[src/rtl/abd_pkg.sv]
package abd_pkg;
  typedef enum logic [2:0] {
    ST_IDLE,
    ST_MEAS,
    ST_ECHO,
    ST_ECHO_WAIT,
    ST_CONF,
    ST_DONE,
    ST_FAIL
  } abd_state_e;

  localparam logic [7:0] ECHO_BYTE    = 8'h00;
  localparam logic [7:0] CONFIRM_BYTE = 8'h55;
endpackage

[src/rtl/abd_meter.sv]
module abd_meter #(
  parameter int CNT_W     = 12,
  parameter int IDLE_CLKS = 32
) (
  input  logic             clk,
  input  logic             rst_n,
  input  logic             arm,
  input  logic             rx,
  output logic             done,
  output logic             sat,
  output logic [CNT_W-1:0] low_cnt
);
  localparam int IDLE_W = $clog2(IDLE_CLKS + 1);
  localparam logic [CNT_W-1:0] CNT_MAX = {CNT_W{1'b1}};
  localparam logic [IDLE_W-1:0] IDLE_LAST = IDLE_W'(IDLE_CLKS - 1);

  logic [IDLE_W-1:0] idle_cnt;
  logic              idle_ok;
  logic              counting;
  logic [CNT_W-1:0]  cnt;

  always_ff @(posedge clk) begin
    if (!rst_n) begin
      idle_cnt <= '0;
      idle_ok  <= 1'b0;
      counting <= 1'b0;
      cnt      <= '0;
      done     <= 1'b0;
      sat      <= 1'b0;
    end else begin
      done <= 1'b0;
      sat  <= 1'b0;
      if (!arm) begin
        idle_cnt <= '0;
        idle_ok  <= 1'b0;
        counting <= 1'b0;
        cnt      <= '0;
      end else if (!counting) begin
        if (rx) begin
          if (idle_cnt == IDLE_LAST) idle_ok <= 1'b1;
          else idle_cnt <= idle_cnt + 1'b1;
        end else if (idle_ok) begin
          counting <= 1'b1;
          cnt      <= CNT_W'(1);
        end else begin
          idle_cnt <= '0;
        end
      end else if (!rx) begin
        if (cnt == CNT_MAX) begin
          sat      <= 1'b1;
          counting <= 1'b0;
          idle_ok  <= 1'b0;
        end else begin
          cnt <= cnt + 1'b1;
        end
      end else begin
        done     <= 1'b1;
        counting <= 1'b0;
        idle_ok  <= 1'b0;
      end
    end
  end

  assign low_cnt = cnt;

  // saturation is only reported once the count has hit its ceiling
  p_sat_at_max_r4: assert property (@(posedge clk) disable iff (!rst_n)
    sat |-> $past(cnt) == CNT_MAX);
  // a finished run is always preceded by an active count
  p_done_after_count_r2: assert property (@(posedge clk) disable iff (!rst_n)
    done |-> $past(counting));
endmodule

[src/rtl/abd_tx.sv]
module abd_tx #(
  parameter int DIV_W = 12
) (
  input  logic             clk,
  input  logic             rst_n,
  input  logic             go,
  input  logic [7:0]       byte_i,
  input  logic [DIV_W-1:0] div,
  output logic             tx_o,
  output logic             busy
);
  logic [8:0]       shreg;
  logic [3:0]       idx;
  logic [DIV_W-1:0] cnt;
  logic             line;

  always_ff @(posedge clk) begin
    if (!rst_n) begin
      shreg <= '1;
      idx   <= '0;
      cnt   <= '0;
      line  <= 1'b1;
      busy  <= 1'b0;
    end else if (!busy) begin
      if (go) begin
        shreg <= {1'b1, byte_i};
        idx   <= '0;
        cnt   <= div - DIV_W'(1);
        line  <= 1'b0;
        busy  <= 1'b1;
      end
    end else if (cnt != '0) begin
      cnt <= cnt - 1'b1;
    end else if (idx == 4'd9) begin
      busy <= 1'b0;
      line <= 1'b1;
    end else begin
      line  <= shreg[0];
      shreg <= {1'b1, shreg[8:1]};
      idx   <= idx + 1'b1;
      cnt   <= div - DIV_W'(1);
    end
  end

  assign tx_o = line;

  // an idle transmitter leaves the line high
  p_tx_idle_high_r5: assert property (@(posedge clk) disable iff (!rst_n)
    !busy |-> tx_o);
  // a frame always opens with a low start bit
  p_tx_start_low_r5: assert property (@(posedge clk) disable iff (!rst_n)
    $rose(busy) |-> !tx_o);
endmodule

[src/rtl/abd_rx.sv]
module abd_rx #(
  parameter int DIV_W = 12
) (
  input  logic             clk,
  input  logic             rst_n,
  input  logic             en,
  input  logic             rx,
  input  logic [DIV_W-1:0] div,
  output logic [7:0]       byte_o,
  output logic             valid_o,
  output logic             ferr_o,
  output logic             busy_o
);
  logic             prev;
  logic [DIV_W-1:0] cnt;
  logic [3:0]       idx;
  logic [7:0]       shreg;

  always_ff @(posedge clk) begin
    if (!rst_n) begin
      prev    <= 1'b1;
      cnt     <= '0;
      idx     <= '0;
      shreg   <= '0;
      busy_o  <= 1'b0;
      valid_o <= 1'b0;
      ferr_o  <= 1'b0;
    end else begin
      prev    <= rx;
      valid_o <= 1'b0;
      ferr_o  <= 1'b0;
      if (!busy_o) begin
        if (en && prev && !rx) begin
          busy_o <= 1'b1;
          cnt    <= div >> 1;
          idx    <= '0;
        end
      end else if (cnt != '0) begin
        cnt <= cnt - 1'b1;
      end else begin
        cnt <= div - DIV_W'(1);
        if (idx == 4'd0) begin
          if (rx) busy_o <= 1'b0;
          else idx <= 4'd1;
        end else if (idx <= 4'd8) begin
          shreg <= {rx, shreg[7:1]};
          idx   <= idx + 1'b1;
        end else begin
          busy_o  <= 1'b0;
          valid_o <= 1'b1;
          ferr_o  <= !rx;
        end
      end
    end
  end

  assign byte_o = shreg;

  // a finished frame is only reported out of an active reception
  p_rx_valid_from_busy_r6: assert property (@(posedge clk) disable iff (!rst_n)
    valid_o |-> $past(busy_o));
  // a framing error never appears without a finished frame
  p_rx_ferr_in_frame_r8: assert property (@(posedge clk) disable iff (!rst_n)
    ferr_o |-> !busy_o);
endmodule

[src/rtl/autobaud_sync.sv]
module autobaud_sync
  import abd_pkg::*;
#(
  parameter int CNT_W     = 12,
  parameter int IDLE_CLKS = 32,
  parameter int TMO_BITS  = 12
) (
  input  logic             clk,
  input  logic             rst_n,
  input  logic             start_i,
  input  logic             rx_i,
  output logic             tx_o,
  output logic [CNT_W-1:0] div_o,
  output logic             div_valid_o,
  output logic             done_o,
  output logic             err_o
);
  localparam int DIV_W = CNT_W;
  localparam int TMO_W = $clog2(TMO_BITS + 1);
  localparam logic [CNT_W:0] NINE = (CNT_W + 1)'(9);
  localparam logic [CNT_W:0] HALF_NINE = (CNT_W + 1)'(4);
  localparam logic [DIV_W-1:0] DIV_MIN = DIV_W'(2);
  localparam logic [TMO_W-1:0] TMO_LAST = TMO_W'(TMO_BITS - 1);

  abd_state_e state;
  logic rx_meta, rx_s;
  logic m_done, m_sat;
  logic [CNT_W-1:0] m_cnt;
  logic [CNT_W:0]   rounded;
  logic [CNT_W:0]   quot;
  logic [DIV_W-1:0] div_calc;
  logic [DIV_W-1:0] div_q;
  logic             div_vq;
  logic             tx_busy;
  logic [7:0]       rx_byte;
  logic             rx_valid, rx_ferr, rx_busy;
  logic [DIV_W-1:0] tmo_clk;
  logic [TMO_W-1:0] tmo_bits;

  always_ff @(posedge clk) begin
    if (!rst_n) begin
      rx_meta <= 1'b1;
      rx_s    <= 1'b1;
    end else begin
      rx_meta <= rx_i;
      rx_s    <= rx_meta;
    end
  end

  abd_meter #(.CNT_W(CNT_W), .IDLE_CLKS(IDLE_CLKS)) u_meter (
    .clk(clk), .rst_n(rst_n), .arm(state == ST_MEAS), .rx(rx_s),
    .done(m_done), .sat(m_sat), .low_cnt(m_cnt)
  );

  assign rounded  = {1'b0, m_cnt} + HALF_NINE;
  assign quot     = rounded / NINE;
  assign div_calc = quot[DIV_W-1:0];

  abd_tx #(.DIV_W(DIV_W)) u_tx (
    .clk(clk), .rst_n(rst_n), .go(state == ST_ECHO), .byte_i(ECHO_BYTE),
    .div(div_q), .tx_o(tx_o), .busy(tx_busy)
  );

  abd_rx #(.DIV_W(DIV_W)) u_rx (
    .clk(clk), .rst_n(rst_n), .en(state == ST_CONF), .rx(rx_s), .div(div_q),
    .byte_o(rx_byte), .valid_o(rx_valid), .ferr_o(rx_ferr), .busy_o(rx_busy)
  );

  always_ff @(posedge clk) begin
    if (!rst_n) begin
      state    <= ST_IDLE;
      div_q    <= '0;
      div_vq   <= 1'b0;
      tmo_clk  <= '0;
      tmo_bits <= '0;
    end else begin
      unique case (state)
        ST_IDLE: if (start_i) state <= ST_MEAS;
        ST_MEAS: begin
          if (m_sat) state <= ST_FAIL;
          else if (m_done) begin
            if (div_calc < DIV_MIN) state <= ST_FAIL;
            else begin
              div_q  <= div_calc;
              div_vq <= 1'b1;
              state  <= ST_ECHO;
            end
          end
        end
        ST_ECHO: state <= ST_ECHO_WAIT;
        ST_ECHO_WAIT: if (!tx_busy) begin
          state    <= ST_CONF;
          tmo_clk  <= '0;
          tmo_bits <= '0;
        end
        ST_CONF: begin
          if (rx_valid) begin
            state <= (!rx_ferr && rx_byte == CONFIRM_BYTE) ? ST_DONE : ST_FAIL;
          end else if (!rx_busy) begin
            if (tmo_clk == div_q - DIV_W'(1)) begin
              tmo_clk <= '0;
              if (tmo_bits == TMO_LAST) state <= ST_FAIL;
              else tmo_bits <= tmo_bits + 1'b1;
            end else begin
              tmo_clk <= tmo_clk + 1'b1;
            end
          end
        end
        ST_DONE: state <= ST_DONE;
        ST_FAIL: state <= ST_FAIL;
        default: state <= ST_FAIL;
      endcase
    end
  end

  assign div_o       = div_q;
  assign div_valid_o = div_vq;
  assign done_o      = (state == ST_DONE);
  assign err_o       = (state == ST_FAIL);

  // end states are sticky
  p_done_sticky_r10: assert property (@(posedge clk) disable iff (!rst_n)
    done_o |=> done_o);
  p_err_sticky_r10: assert property (@(posedge clk) disable iff (!rst_n)
    err_o |=> err_o);
  // a learned divisor never moves
  p_div_stable_r3: assert property (@(posedge clk) disable iff (!rst_n)
    (div_valid_o && $past(div_valid_o)) |-> $stable(div_o));
  // the line is only driven low while the echo frame is pending
  p_tx_quiet_r5: assert property (@(posedge clk) disable iff (!rst_n)
    (state != ST_ECHO_WAIT) |-> tx_o);
  // done is entered only on a completed reception
  p_done_from_frame_r6: assert property (@(posedge clk) disable iff (!rst_n)
    $rose(done_o) |-> $past(rx_valid));
endmodule

[config.mk]
export PLATFORM = sky130hd
export DESIGN_NAME = autobaud_sync
export DESIGN_NICKNAME = d
export VERILOG_FILES = /design/src/rtl/abd_pkg.sv /design/src/rtl/abd_meter.sv /design/src/rtl/abd_tx.sv /design/src/rtl/abd_rx.sv /design/src/rtl/autobaud_sync.sv
export SDC_FILE = /design/constraint.sdc
export NUM_CORES = 1
export LEC_CHECK = 0
export ABC_AREA = 1
export CAP_MARGIN = 20
export CORE_MARGIN = 1
export CORE_UTILIZATION = 59
export DETAILED_ROUTE_END_ITERATION = 8
export DONT_BUFFER_PORTS = 1
export PLACE_DENSITY_LB_ADDON = 0.2
export SYNTH_ARGS = -nofsm -noshare
export SYNTH_HDL_FRONTEND = slang
export SYNTH_HIERARCHICAL = 1
export SYNTH_SLANG_ARGS = --single-unit
[constraint.sdc]
create_clock -name clk -period 5.3 [get_ports clk]
set_clock_uncertainty 0.2 [all_clocks]
set_input_delay 1.59 -clock clk [delete_from_list [all_inputs] [get_ports clk]]
set_output_delay 1.59 -clock clk [all_outputs]
set_load 0.05 [all_outputs]
# After elaboration in Yosys (flattened, before gate mapping)
# Index checks and enable logic that the tools add are counted.
classes:
  order_cmp: 2
  n_mux: 78
  addsub: 10
  n_eq_ne: 31
  bitwise_logic: 9
  n_reduce_logical: 33
  n_div: 1
op_table:
  columns: ["operator", "count"]
  rows:
  - ["two-way mux 12 bit", 16]
  - ["two-way mux 4 bit", 15]
  - ["two-way mux 9 bit", 4]
  - ["subtractor 12 x 1 -> 12 bit (second input constant)", 3]
  - ["two-way mux 1 bit", 27]
  - ["two-way mux 3 bit", 9]
  - ["adder 12 x 1 -> 12 bit (second input constant)", 2]
  - ["!= test 2 bit (second input constant)", 12]
  - ["one-hot mux 12 bit (2 select lines)", 1]
  - ["nonzero test 12 bit", 2]
  - ["!= test 3 bit (second input constant)", 7]
  - ["two-way mux 6 bit", 3]
  - ["one-hot mux 3 bit (6 select lines)", 1]
  - ["AND reduction 4 bit", 4]
  - ["AND reduction 3 bit", 5]
  - ["nonzero test 2 bit", 7]
  - ["adder 12 x 3 -> 13 bit (second input constant)", 1]
  - ["divider 13 x 4 -> 13 bit (second input constant)", 1]
  - ["adder 4 x 1 -> 4 bit (second input constant)", 3]
  - ["== test 12 bit", 1]
  - ["== test 12 bit (second input constant)", 1]
  - ["< comparator 12 x 2 -> 1 bit (second input constant)", 1]
  - ["AND reduction 6 bit", 2]
  - ["== test 3 bit (second input constant)", 3]
  - ["other kinds (17)", 33]
word_totals:
  reg_bits: 111
  wordCells: 189
  input_bits: 4
  output_inout_bits: 16

# Logic depth before layout (Yosys ltp)
# Gate-level depths: netlist of run 1.
logic_depth:
  ltp_word: 7
  ltp_mapped: 52
  mapped_depth_nobuf: 52

# Modules after synthesis
# Netlist of run 1, hierarchy kept.
by_module_without_submodules:
  columns: ["mod", "seq_area_each_um2", "cells_per_inst", "instances", "area_per_inst_um2"]
  rows:
  - ["autobaud_sync", 640.6, 459, 1, 2951.6]
  - ["abd_tx", 520.5, 267, 1, 1760.4]
  - ["abd_rx", 560.5, 237, 1, 1620.3]
  - ["abd_meter", 440.4, 199, 1, 1321.3]

# Least setup slack after synthesis of run 1
# OpenSTA, ideal clock, no wires.
synth_path:
  path_kind: "flip-flop to flip-flop"
  startpoint: "register u_meter.cnt[2], in the netlist u_meter/low_cnt[2]"
  endpoint: "register div_q[0], in the netlist div_o[0]"
  path_buffers: 0
  slack_ps: 314
  t_arrival_ps: 4677
  path_stages_with_launch: 44
  path_cell_list: "dfxtp_1 -> ha_1 -> nand3_2 -> nor2_4 -> nand4_1 -> nand2_2 -> nand3_1 -> nand2_1 -> nand2_2 -> nand2_2 -> nand4_2 -> nand2_2 -> nand2_4 -> nand2_1 -> nand4_1 -> nand2_2 -> nand2_4 -> nand2_2 -> [... 8 more ...] -> nand4_2 -> nand2_2 -> nand3_1 -> nand4_2 -> nand2_2 -> nand2_4 -> nand2_2 -> and2_1 -> ha_1 -> inv_1 -> xor2_1 -> nand2_1 -> nand2_1 -> inv_1 -> nand2_1 -> nand4_1 -> nand2_1 -> inv_1"
synth_via:
  elab_chain_cells: 5
synth_rtl:
  columns: ["element", "line", "rtl"]
  rows:
  - ["from (decl)", "abd_meter.sv:20", "logic [CNT_W-1:0] cnt;"]
  - ["from (signal assigned)", "abd_meter.sv:54", "cnt <= cnt + 1'b1;"]
  - ["adder 12 x 3 -> 13 bit (*)", "autobaud_sync.sv:55", "assign rounded = {1'b0, m_cnt} + HALF_NINE;"]
  - ["divider 13 x 4 -> 13 bit (*)", "autobaud_sync.sv:56", "assign quot = rounded / NINE;"]
  - ["< comparator 12 x 2 -> 1 bit", "autobaud_sync.sv:82", "if (div_calc < DIV_MIN) state <= ST_FAIL;"]
  - ["inverter 1 bit (no source line)", null, null]
  - ["AND reduction 4 bit (no source line)", null, null]
  - ["to (signal assigned)", "autobaud_sync.sv:84", "div_q <= div_calc;"]
  - ["to (decl)", "autobaud_sync.sv:32", "logic [DIV_W-1:0] div_q;"]
# Mark *: on every way between the ends. The rest lies on a longest branch, timed or not.
# A chain may end at the register's enable or synchronous reset.

# Final worst setup path of run 1
# Same ends and word-level chain as after synthesis.

==> results.cfg, run 1 <==
[run_status]
status = complete, but fails checks
violations = setup timing

[sta]
relSlewSlack = 0.3210
setup_viol = 1
layout_min_cycle_time_ns = 5.307
finalHoldViolations = 0
final.setup.tns_ns = -0.007231
fin_crit_sh = 1.001
rsz0062_at_grt = true
hold_ws_ns = 0.2237
worst_pin_slew_ns = 1.015
final_max_slew_viol_count = 0
post-route-worst-setup-slack_ns = -0.007231
fmax_ghz = 0.1884

[setup_path]
crit_family = simple AND/OR/NAND/NOR gates
cp.arrival_ns = 5.37
cpMostUsedCell = nand2_4
cp-start-kind = register
crit_slowest_cell = dfxtp_4
crit_path_end_kind = register
worstRegToRegCells = 48
required_ns = 5.37
critPathKind = register to register
reg2reg_setup_slack_ns = -0.007
crit_fanout = 7
worstSetupPathDepth = 48
slowest_delay_ns = 0.37
crit_buf_inv = 6

[layout]
nets = 1221
multi_input_area_um2 = 5057
fin_util = 0.6881
syn_to_final_growth_pct = 13.45
final_cell_area_um2 = 8683
finalNonFillerCells = 1377
drive_above_1_share = 0.1718
antenna_cells = 0
seqCellArea_um2 = 2182
fillers = 1114

[yosys]
synth.most_common_cell = nand2_1
async_reset_ff_frac = 0
ys.flop_type = dfxtp_1
synth-edff-count = 0
yosysWarningCount = 6
netlist_area_um2 = 7654
yosys.area.top_type_share = 0.2825
synthCells = 1162
syn_avg_cell_area_um2 = 6.587
synth_common_cells = 279 x nand2_1, 153 x inv_1, 128 x nor2_1, 108 x dfxtp_1, 89 x nand3_1
yosysSeqAreaShare = 0.2825
yosysTopAreaCell = dfxtp_1
ys_top_cells_by_area = dfxtp_1 28%, nand2_1 14%, inv_1 7.5%, nor2_1 6.3%, nand3_1 5.8%
synth.distinct_cells = 56
synth_seq_cells = 108

[route]
drtIter0Drc = 617
drt_pre_antenna_iters = 5
drc = 0
wl_per_cell_um = 13.95
vias = 7465
via_per_inst = 5.421
ant_nets = 0
totalWireLength_mm = 19.21

[power_and_ir_drop]
leakage_nw = 3.964
power_mw = 2.659
ir_drop_mv = 0.1879
powerDensity_nw_per_um2 = 306.3

[clocking]
clk_pin_slew_ns = 0.08
cts_hold_buf = 0
clock-root-buffer = clkbuf_16
clock_path_buffers = 2
cts_tree = yes
htree_levels = 3
worst_skew_pair.late_latency_ns = 0.36
cts.sinks = 108
cts_made_buffers = 9

[floorplan]
row_count = 41
dieHeight_um = 115.9
die-area_um2 = 13430
core_um2 = 12620
initial_core_util = 0.6065
die_w_um = 115.9
io_pins = 20

[placed_design]
post-dp-hpwl_mm = 12.75
placed_area_um2 = 7824
dp.cells = 1337
routabilityCongestion = 0.9197
numPortBuffers = 0
place_ws_ns = 0.01173

[global_route]
grtUsageTotal = 0.2707
antenna_found_initial = 0
grt_pass1_vias = 6294
grt_pass1_wl_mm = 28.89
grt_overflow = 0
grt_max_degree = 47

[worst_hold_path]
holdPathStages = 1
hp-class = register to register

[job]
cap_violations = 0
==> worst reg2reg max path: cells and delay by family (launching register included) <==
kind          cells  cell delay (ns)
simple gates     38             3.52
xor+xnor          2             0.47
flops             1             0.37
buf+inv           6             0.34
fa+ha+maj         2             0.32
==> flip-flops by register name, indices dropped and copies added (netlist names), 3 cells and up <==
name              cells
u_tx/cnt             12
state                 3
u_tx/idx              4
u_meter/low_cnt      12
div_o                10
u_rx/byte_o           8
tmo_clk              12
u_meter/idle_cnt      6
u_rx/idx              4
tmo_bits              4
u_tx/shreg            8
u_rx/cnt             12
==> cells by family (layout without fill, tap and decap cells) <==
family,count (synthesis),count (layout),synth area share
AOI/OAI and AO/OA,144,144,0.1118
adders and majority gates,17,17,0.02779
buffers and inverters,189,216,0.1050
muxes,2,2,0.002616
other,1,16,0.0004900
and+or+nand+nor,651,652,0.4116
DFF,108,108,0.2825
xor gates and xnor gates,50,50,0.05820
==> power breakdown <==
group | switching (mW) | internal (mW)
sequential | 0.100 | 0.900
clock | 0.337 | 0.422
combinational | 0.581 | 0.319
total | 1.02 | 1.64
==> layout by cell type (no fill, tap or decap), drive strengths merged <==
cell type	instances
ha	17
nand3b	7
and3	1
o21bai	1
clkinv	7
o32ai	2
o22ai	3
dfxtp	108
conb	16
o21a	1
nor3b	4
nand4	34
clkbuf	9
o211ai	11
a31oi	8
nand2	319
inv	166
xor2	36
xnor2	14
a211oi	3
a211o	1
bufinv	2
mux2i	2
clkinvlp	1
or2	14
nor4	5
nor2	143
nand3	101
o31ai	1
nor3	22
a21oi	49
and2	1
a311o	1
a21boi	1
or4	1
buf	31
a22o	1
o21ai	61
==> worst paths after layout <==
check	endpoint	startpoint
worst min-delay path	rx_s	rx_meta
worst max-delay path	div_o[0]	u_meter/low_cnt[2]
worst min register to register	rx_s	rx_meta
worst max register to register	div_o[0]	u_meter/low_cnt[2]
==> cell type report <==
cell class | count | share of cell area
timing repair buffer | 31 | 0.02867
tap | 172 | 0.02478
sequential | 108 | 0.2513
clock buffer | 9 | 0.02594
inverter | 169 | 0.07478
clock inverter | 7 | 0.01210
multi-input combinational | 881 | 0.5824
==> routing by layer <==
metal,global-route usage,vias up,wire (um)
li1,-,3807,-
met1,0.3503,3440,8681
met2,0.4508,188,9257
met3,0.06067,30,955
met4,0.07692,0,316
met5,0,-,0
==> repair_timing <==
item                                    4_1_cts  5_1_grt
pin swaps                                     0       29
buffers inserted                              0       23
cloned                                        0        1
endpoints found under the setup margin        1       12
gates resized for setup                       1       87
No activity file was read; power rests on OpenSTA's default activity.
==> inputs of run 2 (changes only) <==
CORE_MARGIN = not set   (was 1)
REMOVE_ABC_BUFFERS = 1   (was not set)
==> results.cfg, run 2 (synthesis gave the netlist of run 1 again) <==
[run_status]
status = finished, final reports clean

[sta]
setup_viol = 0
rsz0062_at_grt = true
hold_ws_ns = 0.2238
fin_crit_sh = 0.9820
relSlewSlack = 0.3816
post-route-worst-setup-slack_ns = 0.09555
final.setup.tns_ns = 0
finalHoldViolations = 0
worst_pin_slew_ns = 0.9241
final_max_slew_viol_count = 0
fmax_ghz = 0.1921
layout_min_cycle_time_ns = 5.204

[setup_path]
crit_path_end_kind = register
required_ns = 5.36
slowest_delay_ns = 0.36
cp.arrival_ns = 5.27
crit_slowest_cell = dfxtp_4
crit_fanout = 7
critPathKind = register to register
cp-start-kind = register
cpMostUsedCell = nand2_4

[placed_design]
numPortBuffers = 0
dp.cells = 1336
post-dp-hpwl_mm = 12.66
place_ws_ns = 0.06810
placed_area_um2 = 7816
routabilityCongestion = 0.8962

[worst_hold_path]
hp-class = register to register

[global_route]
grt_max_degree = 47
grt_pass1_vias = 6375
grtUsageTotal = 0.2668
antenna_found_initial = 0
grt_overflow = 0
grt_pass1_wl_mm = 28.51

[floorplan]
die-area_um2 = 13430
io_pins = 20
row_count = 41
die_w_um = 115.9
initial_core_util = 0.6065
dieHeight_um = 115.9
core_um2 = 12620

[clocking]
htree_levels = 3
clk_pin_slew_ns = 0.08
cts_tree = yes
cts_made_buffers = 9
worst_skew_pair.late_latency_ns = 0.36
clock-root-buffer = clkbuf_16
cts.sinks = 108
clock_path_buffers = 2
cts_hold_buf = 0

[route]
drt_pre_antenna_iters = 5
drc = 0
ant_nets = 0
totalWireLength_mm = 18.85
vias = 7518
wl_per_cell_um = 13.58
via_per_inst = 5.416
drtIter0Drc = 470

[layout]
drive_above_1_share = 0.1809
nets = 1233
final_cell_area_um2 = 8730
layout_common_cells = 262 x nand2_1, 150 x inv_1, 126 x nor2_1
final_common_cell = nand2_1
antenna_cells = 0
fillers = 1088
multi_input_area_um2 = 5066
syn_to_final_growth_pct = 14.06
finalNonFillerCells = 1388
seqCellArea_um2 = 2187

[power_and_ir_drop]
leakage_nw = 4.045
ir_drop_mv = 0.2217
powerDensity_nw_per_um2 = 292.2

[job]
cap_violations = 0
==> run 2: cell count changes in the layout (fill, tap and decap cells not counted), sizes merged <==
cell,delta
clkinv,-1
inv,+1
buf,+12
clkbuf,+1
bufinv,-2
==> run 2: worst paths after layout <==
path                           start       end  slack [ns]  cells past startpoint
setup reg to reg  u_meter/low_cnt[2]  div_o[0]         0.1                     43
setup / recovery  u_meter/low_cnt[2]  div_o[0]         0.1                     43
hold reg to reg              rx_meta      rx_s        0.22                      1
hold / removal               rx_meta      rx_s        0.22                      1
==> run 2: what timing repair did <==
action | CTS | global route
setup buffers | 0 | 36
endpoints found under the setup margin | 0 | 12
gates resized for setup | 0 | 99
==> run 2: critical path: cells and delay by family, from the launching register on <==
kind,cells,cell delay [ns]
flops,1,0.36
buf+inv,5,0.31
fa+ha+maj,2,0.31
simple gates,34,3.44
xor+xnor,2,0.45
==> run 2: stage by stage <==
stage	util	power [mW]
2_1_floorplan	-	1.728
3_3_place_gp	0.6194	1.891
3_5_place_dp	0.6194	1.907
4_1_cts	0.6411	2.565
5_1_grt	0.6918	2.732
6_report	0.6918	2.551
==> run 2: power breakdown <==
| part | leakage, nW | switching (mW) | internal, mW |
|---|---|---|---|
| Clock | 0.131 | 0.329 | 0.325 |
| Sequential | 0.882 | 0.0864 | 0.899 |
| Combinational | 3.03 | 0.591 | 0.322 |
| Total | 4.04 | 1.01 | 1.55 |
==> run 2: cell type report <==
| class | instances | area share |
|---|---|---|
| Timing Repair Buffer | 43 | 0.03913 |
| Multi-Input combinational cell | 881 | 0.5803 |
| Sequential cell | 108 | 0.2505 |
| Tap cell | 172 | 0.02465 |
| Inverter | 169 | 0.07396 |
| Clock buffer | 10 | 0.02623 |
| Clock inverter | 5 | 0.005160 |
==> run 2: layer usage <==
layer | routed length [um] | track usage | vias up | part of all wire
li1 | - | - | 3846 | -
met1 | 8228 | 0.3199 | 3451 | 0.44
met2 | 9129 | 0.4651 | 181 | 0.48
met3 | 1023 | 0.05962 | 40 | 0.054
met4 | 465 | 0.09915 | 0 | 0.025
met5 | 0 | 0 | - | 0
